### src/rtl/sdcs_pkg.sv
// Shared types and helpers for the SDRAM forced-command sequencer.
// Assumes a two-bit bank address and four-bit timing fields.
package sdcs_pkg;
    localparam int CFG_W  = 32;
    localparam int TIME_W = 4;
    localparam int BA_W   = 2;
    localparam int HOLD_W = TIME_W + 1;
    localparam logic [CFG_W-1:0] CFG_RESET = 32'h5945_2262;

    typedef enum logic [2:0] {
        M_NORMAL  = 3'd0,
        M_NOP     = 3'd1,
        M_PRECH   = 3'd2,
        M_LOADMR  = 3'd3,
        M_REFRESH = 3'd4,
        M_LOADEXT = 3'd5,
        M_DEEPPD  = 3'd6,
        M_RSVD    = 3'd7
    } mode_e;

    // {cs_n, ras_n, cas_n, we_n}
    typedef enum logic [3:0] {
        C_LMR = 4'b0000,
        C_REF = 4'b0001,
        C_PRE = 4'b0010,
        C_DPD = 4'b0110,
        C_NOP = 4'b0111
    } cmd_e;

    typedef struct packed {
        logic              spare;
        logic [1:0]        cas;
        logic              four_banks;
        logic [1:0]        row_code;
        logic [1:0]        col_code;
        logic [TIME_W-1:0] txsr;
        logic [TIME_W-1:0] tras;
        logic [TIME_W-1:0] trcd;
        logic [TIME_W-1:0] twr;
        logic [TIME_W-1:0] trfc;
        logic [TIME_W-1:0] trp;
    } geom_t;

    // Number of column address bits for a column code.
    function automatic logic [5:0] col_bits(input logic [1:0] code);
        return 6'd8 + {4'd0, code};
    endfunction

    // Number of row address bits for a row code; code 3 reads as 13.
    function automatic logic [5:0] row_bits(input logic [1:0] code);
        return (code == 2'd3) ? 6'd13 : 6'd11 + {4'd0, code};
    endfunction
endpackage

### src/rtl/sdcs_mode_reg.sv
// Mode register with a pending slot.
// A written mode waits until the next accepted host write, which already uses it.
// Assumes acc_fire is a single-cycle acceptance strobe.
module sdcs_mode_reg
    import sdcs_pkg::*;
(
    input  logic       clk,
    input  logic       rst_n,
    input  logic       mode_we,
    input  logic [2:0] mode_wdata,
    input  logic       acc_fire,
    input  logic       acc_we,
    output mode_e      eff_mode
);
    mode_e active_q;
    mode_e pend_q;
    logic  pend_v_q;
    logic  arm;

    // Decide whether the current access arms the pending mode.
    always_comb begin
        arm      = acc_we && pend_v_q;
        eff_mode = arm ? pend_q : active_q;
    end

    // Hold the active and pending modes; a new write overrides arming.
    always_ff @(posedge clk) begin
        if (!rst_n) begin
            active_q <= M_NORMAL;
            pend_q   <= M_NORMAL;
            pend_v_q <= 1'b0;
        end else begin
            if (acc_fire && arm) begin
                active_q <= pend_q;
                pend_v_q <= 1'b0;
            end
            if (mode_we) begin
                pend_q   <= mode_e'(mode_wdata);
                pend_v_q <= 1'b1;
            end
        end
    end

    p_arm_consumes_r3: assert property (@(posedge clk) disable iff (!rst_n)
        (acc_fire && arm && !mode_we) |=> !pend_v_q);
    p_write_pends_r3: assert property (@(posedge clk) disable iff (!rst_n)
        mode_we |=> pend_v_q);
endmodule

### src/rtl/sdcs_cmd_enc.sv
// Combinational translation of the effective mode and access address into
// an SDRAM command, its bank/address lines and the hold-off that follows it.
// Assumes the address is wide enough to hold the largest bank position.
module sdcs_cmd_enc
    import sdcs_pkg::*;
#(
    parameter int ADDR_W = 26,
    parameter int ROW_W  = 13
) (
    input  mode_e              eff_mode,
    input  logic               prech_seen,
    input  logic               powered_down,
    input  logic [ADDR_W-1:0]  addr,
    input  logic [1:0]         col_code,
    input  logic [1:0]         row_code,
    input  logic               four_banks,
    input  logic [TIME_W-1:0]  trp,
    input  logic [TIME_W-1:0]  trfc,
    input  logic [TIME_W-1:0]  twr,
    output cmd_e               cmd,
    output logic [BA_W-1:0]    ba,
    output logic [ROW_W-1:0]   a,
    output logic [HOLD_W-1:0]  hold,
    output logic               is_normal
);
    localparam int AP_BIT = 10;

    logic [5:0]        bank_lsb;
    logic [ADDR_W-1:0] shifted;
    logic [BA_W-1:0]   ext_ba;
    logic [HOLD_W-1:0] mr_hold;

    // Locate the bank index above the column and row bits.
    always_comb begin
        bank_lsb = col_bits(col_code) + row_bits(row_code);
        shifted  = addr >> bank_lsb;
        ext_ba   = shifted[BA_W-1:0];
        if (!four_banks) ext_ba[1] = 1'b0;
        mr_hold  = {1'b0, twr} + {1'b0, trp};
        if (mr_hold < HOLD_W'(2)) mr_hold = HOLD_W'(2);
    end

    // Select the command and its operands for the effective mode.
    always_comb begin
        cmd       = C_NOP;
        ba        = '0;
        a         = '0;
        hold      = '0;
        is_normal = 1'b0;
        if (!powered_down) begin
            case (eff_mode)
                M_NOP: cmd = C_NOP;
                M_PRECH: begin
                    cmd       = C_PRE;
                    a[AP_BIT] = 1'b1;
                    hold      = {1'b0, trp};
                end
                M_LOADMR: begin
                    cmd  = C_LMR;
                    a    = addr[ROW_W-1:0];
                    hold = mr_hold;
                end
                M_REFRESH: begin
                    if (prech_seen) begin
                        cmd  = C_REF;
                        hold = {1'b0, trfc};
                    end
                end
                M_LOADEXT: begin
                    cmd  = C_LMR;
                    ba   = ext_ba;
                    a    = addr[ROW_W-1:0];
                    hold = mr_hold;
                end
                M_DEEPPD: cmd = C_DPD;
                default:  is_normal = 1'b1;
            endcase
        end
    end
endmodule

### src/rtl/sdcs_holdoff.sv
// Down-counter that blocks new commands until the required delay has elapsed.
// Assumes load is asserted only when busy is low.
module sdcs_holdoff #(
    parameter int CNT_W = 5
) (
    input  logic             clk,
    input  logic             rst_n,
    input  logic             load,
    input  logic [CNT_W-1:0] delay,
    output logic             busy
);
    logic [CNT_W-1:0] cnt_q;

    // Load on a new command, else count down to zero.
    always_ff @(posedge clk) begin
        if (!rst_n)              cnt_q <= '0;
        else if (load)           cnt_q <= delay;
        else if (cnt_q != '0)    cnt_q <= cnt_q - 1'b1;
    end

    assign busy = (cnt_q != '0);

    p_no_load_busy_r8: assert property (@(posedge clk) disable iff (!rst_n)
        load |-> !busy);
endmodule

### src/rtl/sdram_cmd_seq.sv
// Top of the SDRAM forced-command sequencer.
// It accepts one host access at a time and registers the resulting command
// onto the SDRAM pins for one cycle.
// Assumes the host holds its request and operands steady until acc_ack.
module sdram_cmd_seq
    import sdcs_pkg::*;
#(
    parameter int ADDR_W = 26,
    parameter int ROW_W  = 13
) (
    input  logic              clk,
    input  logic              rst_n,
    input  logic              mode_we,
    input  logic [2:0]        mode_wdata,
    input  logic              cfg_we,
    input  logic [CFG_W-1:0]  cfg_wdata,
    output logic [CFG_W-1:0]  cfg_word,
    input  logic              acc_req,
    input  logic              acc_we,
    input  logic [ADDR_W-1:0] acc_addr,
    output logic              acc_ack,
    output logic              norm_pass,
    output logic              sd_cke,
    output logic              sd_cs_n,
    output logic              sd_ras_n,
    output logic              sd_cas_n,
    output logic              sd_we_n,
    output logic [BA_W-1:0]   sd_ba,
    output logic [ROW_W-1:0]  sd_a
);
    geom_t             geom_q;
    cmd_e              cmd_q, cmd_n;
    logic [BA_W-1:0]   ba_q, ba_n;
    logic [ROW_W-1:0]  a_q, a_n;
    logic [HOLD_W-1:0] hold_n;
    logic              ack_q, norm_q, prech_q, cke_q;
    logic              is_normal, busy, fire;
    mode_e             eff_mode;

    assign fire = acc_req && !ack_q && !busy;

    sdcs_mode_reg u_mode (
        .clk        (clk),
        .rst_n      (rst_n),
        .mode_we    (mode_we),
        .mode_wdata (mode_wdata),
        .acc_fire   (fire),
        .acc_we     (acc_we),
        .eff_mode   (eff_mode)
    );

    sdcs_cmd_enc #(.ADDR_W(ADDR_W), .ROW_W(ROW_W)) u_enc (
        .eff_mode     (eff_mode),
        .prech_seen   (prech_q),
        .powered_down (!cke_q),
        .addr         (acc_addr),
        .col_code     (geom_q.col_code),
        .row_code     (geom_q.row_code),
        .four_banks   (geom_q.four_banks),
        .trp          (geom_q.trp),
        .trfc         (geom_q.trfc),
        .twr          (geom_q.twr),
        .cmd          (cmd_n),
        .ba           (ba_n),
        .a            (a_n),
        .hold         (hold_n),
        .is_normal    (is_normal)
    );

    sdcs_holdoff #(.CNT_W(HOLD_W)) u_hold (
        .clk   (clk),
        .rst_n (rst_n),
        .load  (fire),
        .delay (hold_n),
        .busy  (busy)
    );

    // Hold the geometry and timing word.
    always_ff @(posedge clk) begin
        if (!rst_n)      geom_q <= geom_t'(CFG_RESET);
        else if (cfg_we) geom_q <= geom_t'(cfg_wdata);
    end

    // Register the command pins, the handshake and the precharge/power state.
    always_ff @(posedge clk) begin
        if (!rst_n) begin
            cmd_q   <= C_NOP;
            ba_q    <= '0;
            a_q     <= '0;
            ack_q   <= 1'b0;
            norm_q  <= 1'b0;
            prech_q <= 1'b0;
            cke_q   <= 1'b1;
        end else begin
            ack_q  <= fire;
            norm_q <= fire && is_normal;
            if (fire) begin
                cmd_q <= cmd_n;
                ba_q  <= ba_n;
                a_q   <= a_n;
                if (cmd_n == C_PRE) prech_q <= 1'b1;
                if (cmd_n == C_DPD) begin
                    prech_q <= 1'b0;
                    cke_q   <= 1'b0;
                end
            end else begin
                cmd_q <= C_NOP;
                ba_q  <= '0;
                a_q   <= '0;
            end
        end
    end

    assign cfg_word  = geom_q;
    assign acc_ack   = ack_q;
    assign norm_pass = norm_q;
    assign sd_cke    = cke_q;
    assign {sd_cs_n, sd_ras_n, sd_cas_n, sd_we_n} = cmd_q;
    assign sd_ba     = ba_q;
    assign sd_a      = a_q;

    p_ack_pulse_r10: assert property (@(posedge clk) disable iff (!rst_n)
        acc_ack |=> !acc_ack);
    p_cmd_single_r10: assert property (@(posedge clk) disable iff (!rst_n)
        (cmd_q != C_NOP) |=> (cmd_q == C_NOP));
    p_cmd_has_ack_r2: assert property (@(posedge clk) disable iff (!rst_n)
        (cmd_q != C_NOP) |-> acc_ack);
    p_ref_after_pre_r5: assert property (@(posedge clk) disable iff (!rst_n)
        (cmd_q == C_REF) |-> prech_q);
    p_norm_quiet_r4: assert property (@(posedge clk) disable iff (!rst_n)
        norm_pass |-> (acc_ack && cmd_q == C_NOP));
    p_cke_fall_r9: assert property (@(posedge clk) disable iff (!rst_n)
        $fell(sd_cke) |-> (cmd_q == C_DPD));
    p_cke_stays_r9: assert property (@(posedge clk) disable iff (!rst_n)
        !sd_cke |=> !sd_cke);
    p_down_quiet_r9: assert property (@(posedge clk) disable iff (!rst_n)
        (!sd_cke && !$fell(sd_cke)) |-> (cmd_q == C_NOP && !norm_pass));
endmodule

### config.mk
export PLATFORM = sky130hd
export DESIGN_NAME = sdram_cmd_seq
export DESIGN_NICKNAME = d
export VERILOG_FILES = /design/src/rtl/sdcs_pkg.sv /design/src/rtl/sdcs_mode_reg.sv /design/src/rtl/sdcs_cmd_enc.sv /design/src/rtl/sdcs_holdoff.sv /design/src/rtl/sdram_cmd_seq.sv
export SDC_FILE = /design/constraint.sdc
export NUM_CORES = 1
export LEC_CHECK = 0
export BUFFER_PORTS_ARGS = -buffer_cell sky130_fd_sc_hd__buf_2
export CAP_MARGIN = 10
export CELL_PAD_IN_SITES_DETAIL_PLACEMENT = 1
export CELL_PAD_IN_SITES_GLOBAL_PLACEMENT = 2
export CORE_AREA = 5 5 110 112
export CTS_BUF_LIST = sky130_fd_sc_hd__clkbuf_8
export DETAILED_ROUTE_END_ITERATION = 8
export DIE_AREA = 0 0 115 117
export PLACE_DENSITY_LB_ADDON = 0.2
export SLEW_MARGIN = 0
export SYNTH_ARGS = -nofsm -noshare
export SYNTH_HDL_FRONTEND = slang
export SYNTH_SLANG_ARGS = --single-unit
### constraint.sdc
create_clock -name clk -period 2.7 [get_ports clk]
set_input_delay 0.135 -clock clk [delete_from_list [all_inputs] [get_ports clk]]
set_output_delay 0.135 -clock clk [all_outputs]
set_load 0.01 [all_outputs]
# Yosys cells after proc, flatten, opt, wreduce, memory -nomap -nowiden
# Cells that the tools add are included.
totals:
  register_bits: 67
  latchBits: 0
  ramBits: 0
  mem_bits_ro: 0
  out_inout_bits: 54
  word_cells: 78
  memories: 0
classes:
  add_sub_neg: 5
  mul: 0
  n_div: 0
  magnitude_cmp: 1
  eq_ne: 9
  n_shift: 1
  muxes: 18
  n_bitwise: 0
  reduce_logical: 20
op_table:
  columns: ["cell", "n"]
  rows:
  - ["$shr 26x6->2", 1]
  - ["$mux 5", 4]
  - ["$pmux 4 s4", 1]
  - ["$pmux 5 s3", 1]
  - ["$add 4x2->5 const A", 2]
  - ["$eq 3x3->1 const B", 3]
  - ["$mux 4", 2]
  - ["$reduce_and 4->1", 2]
  - ["$add 6x6->6", 1]
  - ["$eq 3x2->1 const B", 2]
  - ["$mux 1", 6]
  - ["$mux 3", 2]
  - ["$mux 6", 1]
  - ["$reduce_and 2->1", 3]
  - ["$reduce_bool 2->1", 3]
  - ["$reduce_or 6->1", 1]
  - ["$add 4x4->5", 1]
  - ["$logic_and 1x1->1", 5]
  - ["$lt 5x2->1 const B", 1]
  - ["$reduce_and 5->1", 1]
  - ["$reduce_bool 5->1", 1]
  - ["$sub 5x1->5 const B", 1]
  - ["$eq 4x2->1 const B", 1]
  - ["$eq 4x3->1 const B", 1]
  - ["other kinds (6)", 7]

# Logic depth before layout (Yosys ltp)
# Gate-level depths: netlist of run 1.
logic_depth:
  depth_word: 9
  ltp_mapped: 9
  depth_no_buf: 8

# By module
# From an unflattened synthesis of run 1, not the netlist that was laid out.
hier_totals:
  hier_cells: 325
  area_unflattened_um2: 3266.9
by_module_without_submodules:
  columns: ["module", "instances", "cells_per_inst", "area_each_um2", "seq_area_each_um2"]
  rows:
  - ["sdram_cmd_seq", 1, 158, 1833.0, 1101.1]
  - ["sdcs_cmd_enc", 1, 101, 813.3, 0.0]
  - ["sdcs_mode_reg", 1, 31, 316.6, 140.1]
  - ["sdcs_holdoff", 1, 35, 304.0, 100.1]

# Worst setup path after synthesis of run 1
# No wires, ideal clock.
synth_timing:
  path_kind: "register to register"
  start: "register geom_q, in the netlist cfg_word[27]"
  end: "register ba_q[1], in the netlist sd_ba[1]"
  arrival_ns: 2.154
  t_required_ns: 2.640
  setup_slack_ns: 0.486
  stages_incl_launch_ff: 10
  n_path_buf: 1
  synth_period_minus_slack_ns: 2.214
  path_cell_list: "dfxtp_1 -> nand2b_1 -> ha_1 -> inv_1 -> fa_1 -> buf_2 -> mux2i_1 -> mux4_2 -> o32ai_1 -> and3_1"
synth_between:
  elab_chain_cells: 4
synth_rtl:
  columns: ["item", "line_no", "source"]
  rows:
  - ["start: declaration", "sdram_cmd_seq.sv:31", "geom_t geom_q;"]
  - ["start signal: assignment", "sdram_cmd_seq.sv:80", "if (!rst_n) geom_q <= geom_t'(CFG_RESET);"]
  - ["start signal: assignment", "sdram_cmd_seq.sv:81", "else if (cfg_we) geom_q <= geom_t'(cfg_wdata);"]
  - ["$add 4x2->5 or $eq 2x2->1 (tied branches)", "sdcs_pkg.sv:51", "return (code == 2'd3) ? 6'd13 : 6'd11 + {4'd0, code};"]
  - ["$mux 6 *", "sdcs_pkg.sv:51", null]
  - ["$add 6x6->6 *", "sdcs_cmd_enc.sv:35", "bank_lsb = col_bits(col_code) + row_bits(row_code);"]
  - ["$shr 26x6->2 *", "sdcs_cmd_enc.sv:36", "shifted = addr >> bank_lsb;"]
  - ["end signal: assignment", "sdram_cmd_seq.sv:99", "ba_q <= ba_n;"]
  - ["end: declaration", "sdram_cmd_seq.sv:33", "logic [BA_W-1:0] ba_q, ba_n;"]
# Mark *: on every way between the ends. The rest lies on a longest branch, timed or not.
# A chain may end at the register's enable or synchronous reset.

# Final worst setup path of run 1
# Ends and elaborated chain as after synthesis.

==> key figures, run 1 <==
Setup path
  – CP Class: register to register
  – Worst Setup Start Kind: register
  – R2r setup slk: 0.26 ns
  – Crit path max fanout: 7
  – Worst path arrival time: 2.72 ns
  – R2R Path End: sd_ba[1]
  – Critical R2R Launch: cfg_word[27]
  – Critical Path RT: 2.99 ns
  – FF-to-FF path depth: 8
  – Worst setup EP type: register

Logic synthesis
  – Syn avg cell area: 9.55 µm²
  – Ys Warns: 0
  – Most common library cells after synthesis: dfxtp_1 (66), mux2i_1 (49), nor2_1 (39)
  – Synth Register Bits: 66
  – EDFF count, synth: 0
  – Syn Nets: around 400
  – Distinct cells, synth: 57
  – Commonest register cell after synthesis: dfxtp_1
  – Mapped Area: 3110 µm²
  – Top cells by area, synth: dfxtp_1 (42%), mux2i_1 (16%), nor2_1 (4.7%), nand2_1 (3.3%), ha_1 (3.2%)
  – Sequential share of the synthesized area: 42.4%
  – Area leader, netlist: dfxtp_1
  – Share of synthesized registers carrying an async set or reset: 0%
  – Share of Yosys cell area claimed by the top area cell type: 42.4%
  – Gate Count Post-Synth: 326
  – Most common cell in the synthesized netlist: dfxtp_1

Clocking
  – Post-CTS Resized: 0
  – CTS Buffer Depth: 2
  – CTS sink cnt: 66
  – TritonCTS buffer count: 9
  – Clock slew at reported path FFs: 0.07 ns
  – TritonCTS clock tree: yes
  – Post-CTS Setup Inserts: 0
  – Clk Latency, worst-skew pair: 0.35 ns
  – CTS H-Tree Depth: 3
  – CTS root buf: clkbuf_8

Die
  – Die width: 115 µm
  – Core area: 11100 µm²
  – Initial Util: around 28%
  – Row count: 39
  – Die H: 117 µm
  – I/O pins: 121
  – Die area: 13500 µm²

Route
  – WL final: 9450 µm
  – Vias per inst: roughly 4.6
  – Vias: 2814
  – DRT Pass-1 Iters: 4
  – Starting DRT DRC Count: 99
  – Drt wl/cell: 15.5 µm
  – DRC: 0
  – Antenna Violating Nets Remaining: 0

Run
  – Max-cap check violation count: 0

GRT
  – Global-route wire length before repair: 15500 µm
  – Number of antenna violations at the first check in global routing: 0
  – GRT Total Usage: 14.7%
  – Vias in the first global route: 2997
  – Gr ovfl total: 0
  – Largest net degree at the start of global routing: 33

Layout
  – Synthesis-to-finish area growth: 35.9%
  – Diodes inserted: 0
  – Non-Filler Instances: a little over 600
  – Fin nets: ~540
  – Final Instance Area: ~4200 µm²
  – Share of cells above drive strength 1: between 30% and 40%

Outcome
  – Status: finished, final reports clean

STA
  – Max_slew headroom: 34.2%
  – Final Hold Viols: 0
  – Final setup vio count: 0
  – Worst-margin pin slew: ~0.99 ns
  – WHS: 0.0224 ns
  – Final min period: 2.44 ns
  – Max Slew Vio Count: 0
  – Achievable Freq: 410 MHz
  – Setup Skew: about 0.012 ns
  – RSZ-0062 raised after global routing: no
  – Tcrit/Tclk final: 90.3%
  – Sum of negative setup slack: 0 ns

Power
  – Tot Pwr: between 2 and 3 mW
  – Leak: a little over 2 nW
  – Pwr per Cell Area: 600 nW/µm²
  – Max VDD drop: 0.233 mV

Placement
  – Placed instance area: 3800 µm²
  – # placed instances: ~570
  – Placer congestion estimate: 0.787
  – Hpwl dp: roughly 7000 µm
  – Port Buffers: around 120

Worst hold path
  – Hold Path Depth: 3
  – Hold EP: cfg_word[27]
  – Hold Crit Class: primary input to register
  – Hold_sp: cfg_wdata[27]
==> area by class of cell <==
type                            count  area (µm²)
Fill cell                        1325        6890
Multi-Input combinational cell    231        1660
Sequential cell                    66        1320
Timing Repair Buffer              142         833
Tap cell                          143         179
Clock buffer                       11         151
Clock inverter                      5        53.8
Inverter                           10        37.5
==> how the worst max path moves through the flow <==
stage	from	to	slack (ns)	cells after the start
2_1_floorplan	cfg_word[27]	sd_ba[1]	0.49	9
3_3_place_gp	cfg_word[27]	sd_ba[1]	0.35	8
3_5_place_dp	cfg_word[27]	sd_ba[1]	0.27	8
4_1_cts	cfg_word[27]	sd_ba[1]	0.24	8
5_1_grt	cfg_word[27]	sd_ba[1]	0.11	8
6_report	cfg_word[27]	sd_ba[1]	0.26	8
==> sequential cells by signal, summed over array words and instances, names as in the netlist <==
| signal | cells |
|---|---|
| u_mode.active_q | 3 |
| u_mode.pend_v_q | 1 |
| u_mode.pend_q | 3 |
| prech_q | 1 |
| acc_ack | 1 |
| sd_ba | 2 |
| sd_a | 13 |
| norm_pass | 1 |
| cmd_q | 3 |
| cfg_word | 32 |
| sd_cke | 1 |
| u_hold.cnt_q | 5 |
==> per-layer routing <==
metal	GRT usage, %	up-vias	share of wire, %
met5	0	-	0
met4	3.83	0	0.74
met3	5.60	6	7.3
met2	24.5	65	49
met1	18.0	1342	43
li1	-	1401	-
==> stage by stage <==
stage	setup WS (ns)	util [%]
6_report	0.262	38.0
4_1_cts	0.243	38.0
2_1_floorplan	0.486	-
3_3_place_gp	0.347	34.1
3_5_place_dp	0.272	34.1
5_1_grt	0.114	38.0
==> critical path, cell delays in order, from the launching register on <==
cell and delay (ns):
dfxtp_1 0.36, nand2b_1 0.11, ha_1 0.16, inv_1 0.05, fa_1 0.71, mux2i_1 0.17, mux4_2 0.47, o32ai_1 0.15
and3_1 0.20
==> cell usage in the layout (no fill, tap or decap), drive strengths merged, types with 2 or more instances in the layout <==
cell type	instances
dfxtp	66
a21o	6
o21ai	7
mux2i	49
nor2	40
nor3	3
and3	4
o2bb2ai	2
a211oi	5
nand3	3
dlygate4sd3	23
mux4	2
a22oi	2
xnor2	4
a221oi	2
nand2b	4
nor2b	4
a21oi	11
nand4b	2
clkbuf	11
o32ai	2
o311ai	2
and2	16
ha	8
o22ai	2
clkinvlp	2
buf	119
fa	2
inv	11
nand2	28
xor2	3
==> timing repair <==
action                     4_1_cts  5_1_grt
hold buffers                    23        0
setup endpoints to repair        0        0
hold endpoints to repair        23        0
==> cell families (layout without fill, tap and decap cells) <==
| logic type | Yosys count | after routing | share of synthesized area (%) |
|---|---|---|---|
| other cells | 1 | 1 | 0.120 |
| buf+inv | 29 | 168 | 4.42 |
| compound gates | 52 | 52 | 11.8 |
| flops | 66 | 66 | 42.4 |
| simple gates | 110 | 110 | 17.6 |
| mux | 51 | 51 | 17.2 |
| xor+xnor | 7 | 7 | 1.97 |
| fa+ha+maj | 10 | 10 | 4.50 |
==> power by group <==
group          internal (mW)  switching, mW
registers               1.03         0.0580
clock network          0.472          0.387
logic                  0.274          0.313
total                   1.78          0.758
Note: power is estimated with default switching activity, not from simulation.
==> inputs of run 2 (changes only) <==
--- a/config.mk
+++ b/config.mk
@@ -11,6 +11,6 @@
 export CELL_PAD_IN_SITES_GLOBAL_PLACEMENT = 2
-export CORE_AREA = 5 5 110 112
+export CORE_AREA = 5 5 116 118
 export CTS_BUF_LIST = sky130_fd_sc_hd__clkbuf_8
 export DETAILED_ROUTE_END_ITERATION = 8
-export DIE_AREA = 0 0 115 117
+export DIE_AREA = 0 0 121 123
 export PLACE_DENSITY_LB_ADDON = 0.2
==> constraint.sdc (replaced) <==
create_clock -name clk -period 2.2 [get_ports clk]
set_input_delay 0.11 -clock clk [delete_from_list [all_inputs] [get_ports clk]]
set_output_delay 0.11 -clock clk [all_outputs]
set_load 0.1 [all_outputs]
==> key figures, run 2 (synthesized netlist as in run 1, its figures left out) <==
Outcome
  – Status: complete, but fails checks
  – Failing checks: setup timing

Setup path
  – R2r setup slk: -0.003 ns
  – Crit path max fanout: 7
  – CP Class: register to register
  – Critical Path RT: 2.50 ns
  – Worst setup EP type: register
  – R2R Path End: sd_ba[1]
  – Worst setup path end: sd_ba[1]
  – Worst setup path startpoint: cfg_word[27]
  – FF-to-FF path depth: 9
  – Worst Setup Start Kind: register
  – Critical R2R Launch: cfg_word[27]
  – Worst path arrival time: about 2.5 ns

STA
  – Worst-margin pin slew: slightly above 0.5 ns
  – Final Hold Viols: 0
  – Sum of negative setup slack: -0.00264 ns
  – Final setup vio count: 1
  – Final min period: roughly 2.2 ns
  – Setup Skew: between 0.005 and 0.006 ns
  – Tcrit/Tclk final: 100%
  – RSZ-0062 raised after global routing: yes
  – Worst setup margin: -0.00264 ns
  – Achievable Freq: 454 MHz
  – Max Slew Vio Count: 0
  – Max_slew headroom: 65.9%

Die
  – Die width: 121 µm
  – I/O pins: 121
  – Initial Util: 25.2%
  – Die area: 14900 µm²
  – Core area: 12400 µm²
  – Row count: 41
  – Die H: 123 µm

Power
  – Max VDD drop: 0.397 mV
  – Pwr per Cell Area: 779 nW/µm²
  – Leak: 2.23 nW

Placement
  – Port Buffers: 116
  – # placed instances: 611
  – Placer congestion estimate: between 0.7 and 0.8
  – Hpwl dp: 7610 µm
  – Pre-CTS setup slack: -0.0482 ns

Clocking
  – TritonCTS buffer count: 9
  – CTS root buf: clkbuf_8
  – TritonCTS clock tree: yes
  – Clock slew at reported path FFs: 0.08 ns
  – Clk Latency, worst-skew pair: 0.36 ns
  – CTS Buffer Depth: 2
  – CTS sink cnt: 66
  – CTS H-Tree Depth: 3

Layout
  – Commonest non-fill, non-tap cell in the layout: buf_2
  – FILL cells: 1449
  – Max reg flops: 32
  – Commonest non-fill, non-tap cells in the layout: buf_2 (116), dfxtp_1 (54), mux2i_1 (48), dlygate4sd3_1 (47), nor2_1 (39)
  – Synthesis-to-finish area growth: 51.5%
  – Non-Filler Instances: 676
  – Diodes inserted: 0
  – Fin nets: about 580
  – Share of cells above drive strength 1: about a third

Run
  – Max-cap check violation count: 0

Route
  – WL final: 10200 µm
  – DRC: 0
  – Antenna Violating Nets Remaining: 0
  – Vias per inst: 4.37
  – Starting DRT DRC Count: 102
  – DRT Pass-1 Iters: 4
  – Vias: 2954
  – Drt wl/cell: 15.1 µm

GRT
  – Gr ovfl total: 0
  – Number of antenna violations at the first check in global routing: 0
  – GRT Total Usage: 14.3%
  – Largest net degree at the start of global routing: 33
  – Vias in the first global route: 3190
  – Global-route wire length before repair: 16300 µm

Worst hold path
  – Hold Crit Class: primary input to register
==> run 2: cell types whose count changed in the layout (fill, tap and decap cells not counted), sizes merged <==
cell         delta
clkbuf          -2
buf            +15
bufinv          +1
clkinv          +1
dlygate4sd3    +24
==> run 2: critical path: stages, from the launching register on <==
cell and delay, ns:
dfxtp_4 0.35, nand2b_4 0.14, ha_4 0.16, inv_2 0.05
fa_1 0.41, buf_6 0.16, mux2i_2 0.15, mux4_2 0.46
o32ai_2 0.09, and3_1 0.17
==> run 2: metal layers <==
layer / vias to the layer above / part of all wire, % / global-route usage, %
li1: 1475 / - / -
met1: 1395 / 42 / 16.4
met2: 71 / 50 / 24.4
met3: 13 / 6.0 / 4.85
met4: 0 / 2.0 / 5.67
met5: - / 0 / 0
==> run 2: through the flow <==
step           total power, mW  hold slack (ns)  utilization, %  instance area (µm²)
6_report                  3.67           0.0614            38.2                 4720
5_1_grt                   3.88           0.0500            38.2                 4720
4_1_cts                   3.73           0.0362            38.1                 4710
3_5_place_dp              2.46            0.315            32.2                 3980
3_3_place_gp              2.44            0.309            32.2                 3980
2_1_floorplan             2.18            0.227               -                 3170
==> run 2: repair_timing <==
item	4_1_cts	5_1_grt
gates resized for setup	3	2
setup buffers	2	0
hold endpoints to repair	47	0
pin swaps	4	3
setup endpoints to repair	2	2
hold buffers	47	0
==> run 2: layout make-up <==
cell class / count / area, µm² / area share [%]
multi-input combinational: 231 / 1700 / 36.1
sequential: 66 / 1350 / 28.5
timing repair buffer: 181 / 1190 / 25.2
tap: 172 / 215 / 4.56
clock buffer: 9 / 124 / 2.63
clock inverter: 7 / 101 / 2.15
inverter: 10 / 37.5 / 0.796
==> run 2: worst min path at each step <==
| stage | slack [ns] | cells past startpoint | to | start |
|---|---|---|---|---|
| 5_1_grt | 0.05 | 3 | u_mode.pend_v_q | mode_we |
| 4_1_cts | 0.04 | 3 | u_mode.pend_v_q | mode_we |
| 2_1_floorplan | 0.23 | 2 | u_mode.pend_v_q | mode_we |
| 6_report | 0.06 | 3 | u_mode.pend_v_q | mode_we |
| 3_3_place_gp | 0.31 | 2 | sd_a[6] | acc_addr[6] |
| 3_5_place_dp | 0.31 | 2 | sd_a[0] | acc_addr[0] |
==> run 2: report_power, final <==
part	switching, mW	internal [mW]
clock	0.527	0.645
sequential	0.0691	1.27
combinational	0.732	0.433
==> inputs of run 3 (changes only) <==
- REMOVE_ABC_BUFFERS: default -> 1
==> key figures, run 3 (synthesized netlist as in run 1, its figures left out) <==
Outcome
  – Status: complete, but fails checks
  – Failing checks: setup timing

Route
  – Antenna Violating Nets Remaining: 0
  – M1 WL: 4250 µm
  – Wire length on met2: 4890 µm
  – DRT Pass-1 Iters: 4
  – WL final: slightly below 10000 µm
  – DRC: 0
  – Vias: 2950
  – Vias per inst: 4.38
  – WL met3: 613 µm
  – Max layer used: met4
  – Drt wl/cell: 14.7 µm
  – Starting DRT DRC Count: 88

STA
  – Final min period: 2.23 ns
  – Tcrit/Tclk final: 101%
  – Final setup vio count: 1
  – RSZ-0062 raised after global routing: yes
  – Worst setup margin: -0.0265 ns
  – Worst-margin pin slew: approximately 0.56 ns
  – Max_slew headroom: 62.6%
  – Setup Skew: 0.0127 ns
  – Max Slew Vio Count: 0
  – Final Hold Viols: 0
  – Achievable Freq: 449 MHz

Placement
  – Port Buffers: 116
  – # placed instances: between 600 and 700
  – Placed instance area: 3950 µm²
  – Pre-CTS setup slack: -0.0871 ns
  – Placer congestion estimate: 0.782
  – Hpwl dp: 7270 µm

Die
  – Die H: around 120 µm
  – Die area: 14900 µm²
  – Initial Util: about a quarter
  – Die width: between 100 and 150 µm
  – Row count: slightly above 40
  – Core area: 12400 µm²
  – I/O pins: 121

Clocking
  – CTS root buf: clkbuf_8
  – Clk Latency, worst-skew pair: roughly 0.35 ns
  – CTS sink cnt: 66
  – TritonCTS clock tree: yes
  – TritonCTS buffer count: 9
  – CTS H-Tree Depth: 3
  – Clock slew at reported path FFs: 0.08 ns
  – CTS Buffer Depth: 2

Layout
  – Fin nets: 573
  – Non-Filler Instances: 673
  – Diodes inserted: 0
  – Max reg flops: 32
  – Final Instance Area: 4680 µm²
  – Commonest non-fill, non-tap cell in the layout: buf_2
  – Commonest non-fill, non-tap cells in the layout: buf_2 (116), dfxtp_1 (63), mux2i_1 (47), dlygate4sd3_1 (43), nor2_1 (39)
  – Share of cells above drive strength 1: between 30 and 40%
  – Final core utilization: 37.9%
  – Synthesis-to-finish area growth: 50.3%

GRT
  – Gr ovfl total: 0
  – Global-route wire length before repair: 16100 µm
  – Vias in the first global route: ~3200
  – GRT Total Usage: about 14%
  – Number of antenna violations at the first check in global routing: 0
  – Largest net degree at the start of global routing: 33

Setup path
  – R2r setup slk: -0.03 ns
  – FF-to-FF path depth: 9
  – CP Cell Sequence: nand2b_4 -> ha_4 -> inv_2 -> fa_1 -> buf_6 -> mux2i_2 -> mux4_2 -> o32ai_2 -> and3_1
  – Crit-path slowest cell: mux4_2
  – CP Class: register to register
  – Worst Setup Start Kind: register
  – Worst setup path startpoint: cfg_word[27]
  – R2R Path End: sd_ba[1]
  – Worst setup EP type: register
  – Crit path max fanout: 7
  – Critical R2R Launch: cfg_word[27]
  – Worst path arrival time: 2.52 ns
  – CP max stage delay: 0.49 ns
  – Critical Path RT: around 2.5 ns

Worst hold path
  – Hold Crit Class: primary input to register
  – Hold_sp: cfg_wdata[5]
  – Hold Path Depth: 3
  – Hold EP: cfg_word[5]

Power
  – Pwr per Cell Area: approximately 800 nW/µm²
  – Leak: 2.23 nW
  – Tot Pwr: 3.76 mW
  – Max VDD drop: between 0.2 and 0.3 mV

Run
  – Max-cap check violation count: 0
-- run 3: final cells by class --
class / instances / area (µm²)
timing repair buffer: 178 / 1160
clock inverter: 7 / 118
fill: 1438 / 7680
sequential: 66 / 1330
clock buffer: 9 / 124
inverter: 10 / 37.5
multi-input combinational: 231 / 1700
tap: 172 / 215
-- run 3: layer usage --
| metal | GRT usage [%] | vias to the layer above |
|---|---|---|
| li1 | - | 1475 |
| met4 | 4.82 | 0 |
| met2 | 23.4 | 78 |
| met5 | 0 | - |
| met3 | 4.48 | 7 |
| met1 | 16.4 | 1390 |
-- run 3: critical path: cells and delay by family (launching register included) --
family,cells,cell delay (ns)
fa+ha+maj,2,0.60
compound gates,1,0.11
flops,1,0.33
mux,2,0.64
buf+inv,2,0.20
simple gates,2,0.31
-- run 3: power by group --
group          total, mW  switching, mW  internal (mW)
combinational       1.18          0.744          0.432
sequential          1.33         0.0636           1.27
clock               1.25          0.499          0.752
total               3.76           1.31           2.45
-- run 3: how the worst max path moves through the flow --
stage | depth (start not counted) | end
2_1_floorplan | 8 | sd_ba[1]
3_5_place_dp | 9 | sd_ba[1]
5_1_grt | 9 | sd_ba[1]
3_3_place_gp | 9 | sd_ba[1]
6_report | 9 | sd_ba[1]
4_1_cts | 9 | sd_ba[1]
-- run 3: timing repair --
action | 4_1_cts | 5_1_grt
endpoints found under the hold margin | 43 | 0
gates resized for setup | 10 | 4
endpoints found under the setup margin | 2 | 3
pin swaps | 3 | 1
setup buffers | 1 | 0
hold buffers | 43 | 0
-- run 3: stage by stage --
| step | setup TNS [ns] | hold WS, ns |
|---|---|---|
| CTS | -0.0214 | 0.00127 |
| finish | -0.0265 | 0.0124 |
| global placement | -0.0141 | 0.310 |
| detailed placement | -0.0978 | 0.315 |
| global route | -0.147 | 0.00248 |
| floorplan | -2.00 | 0.172 |
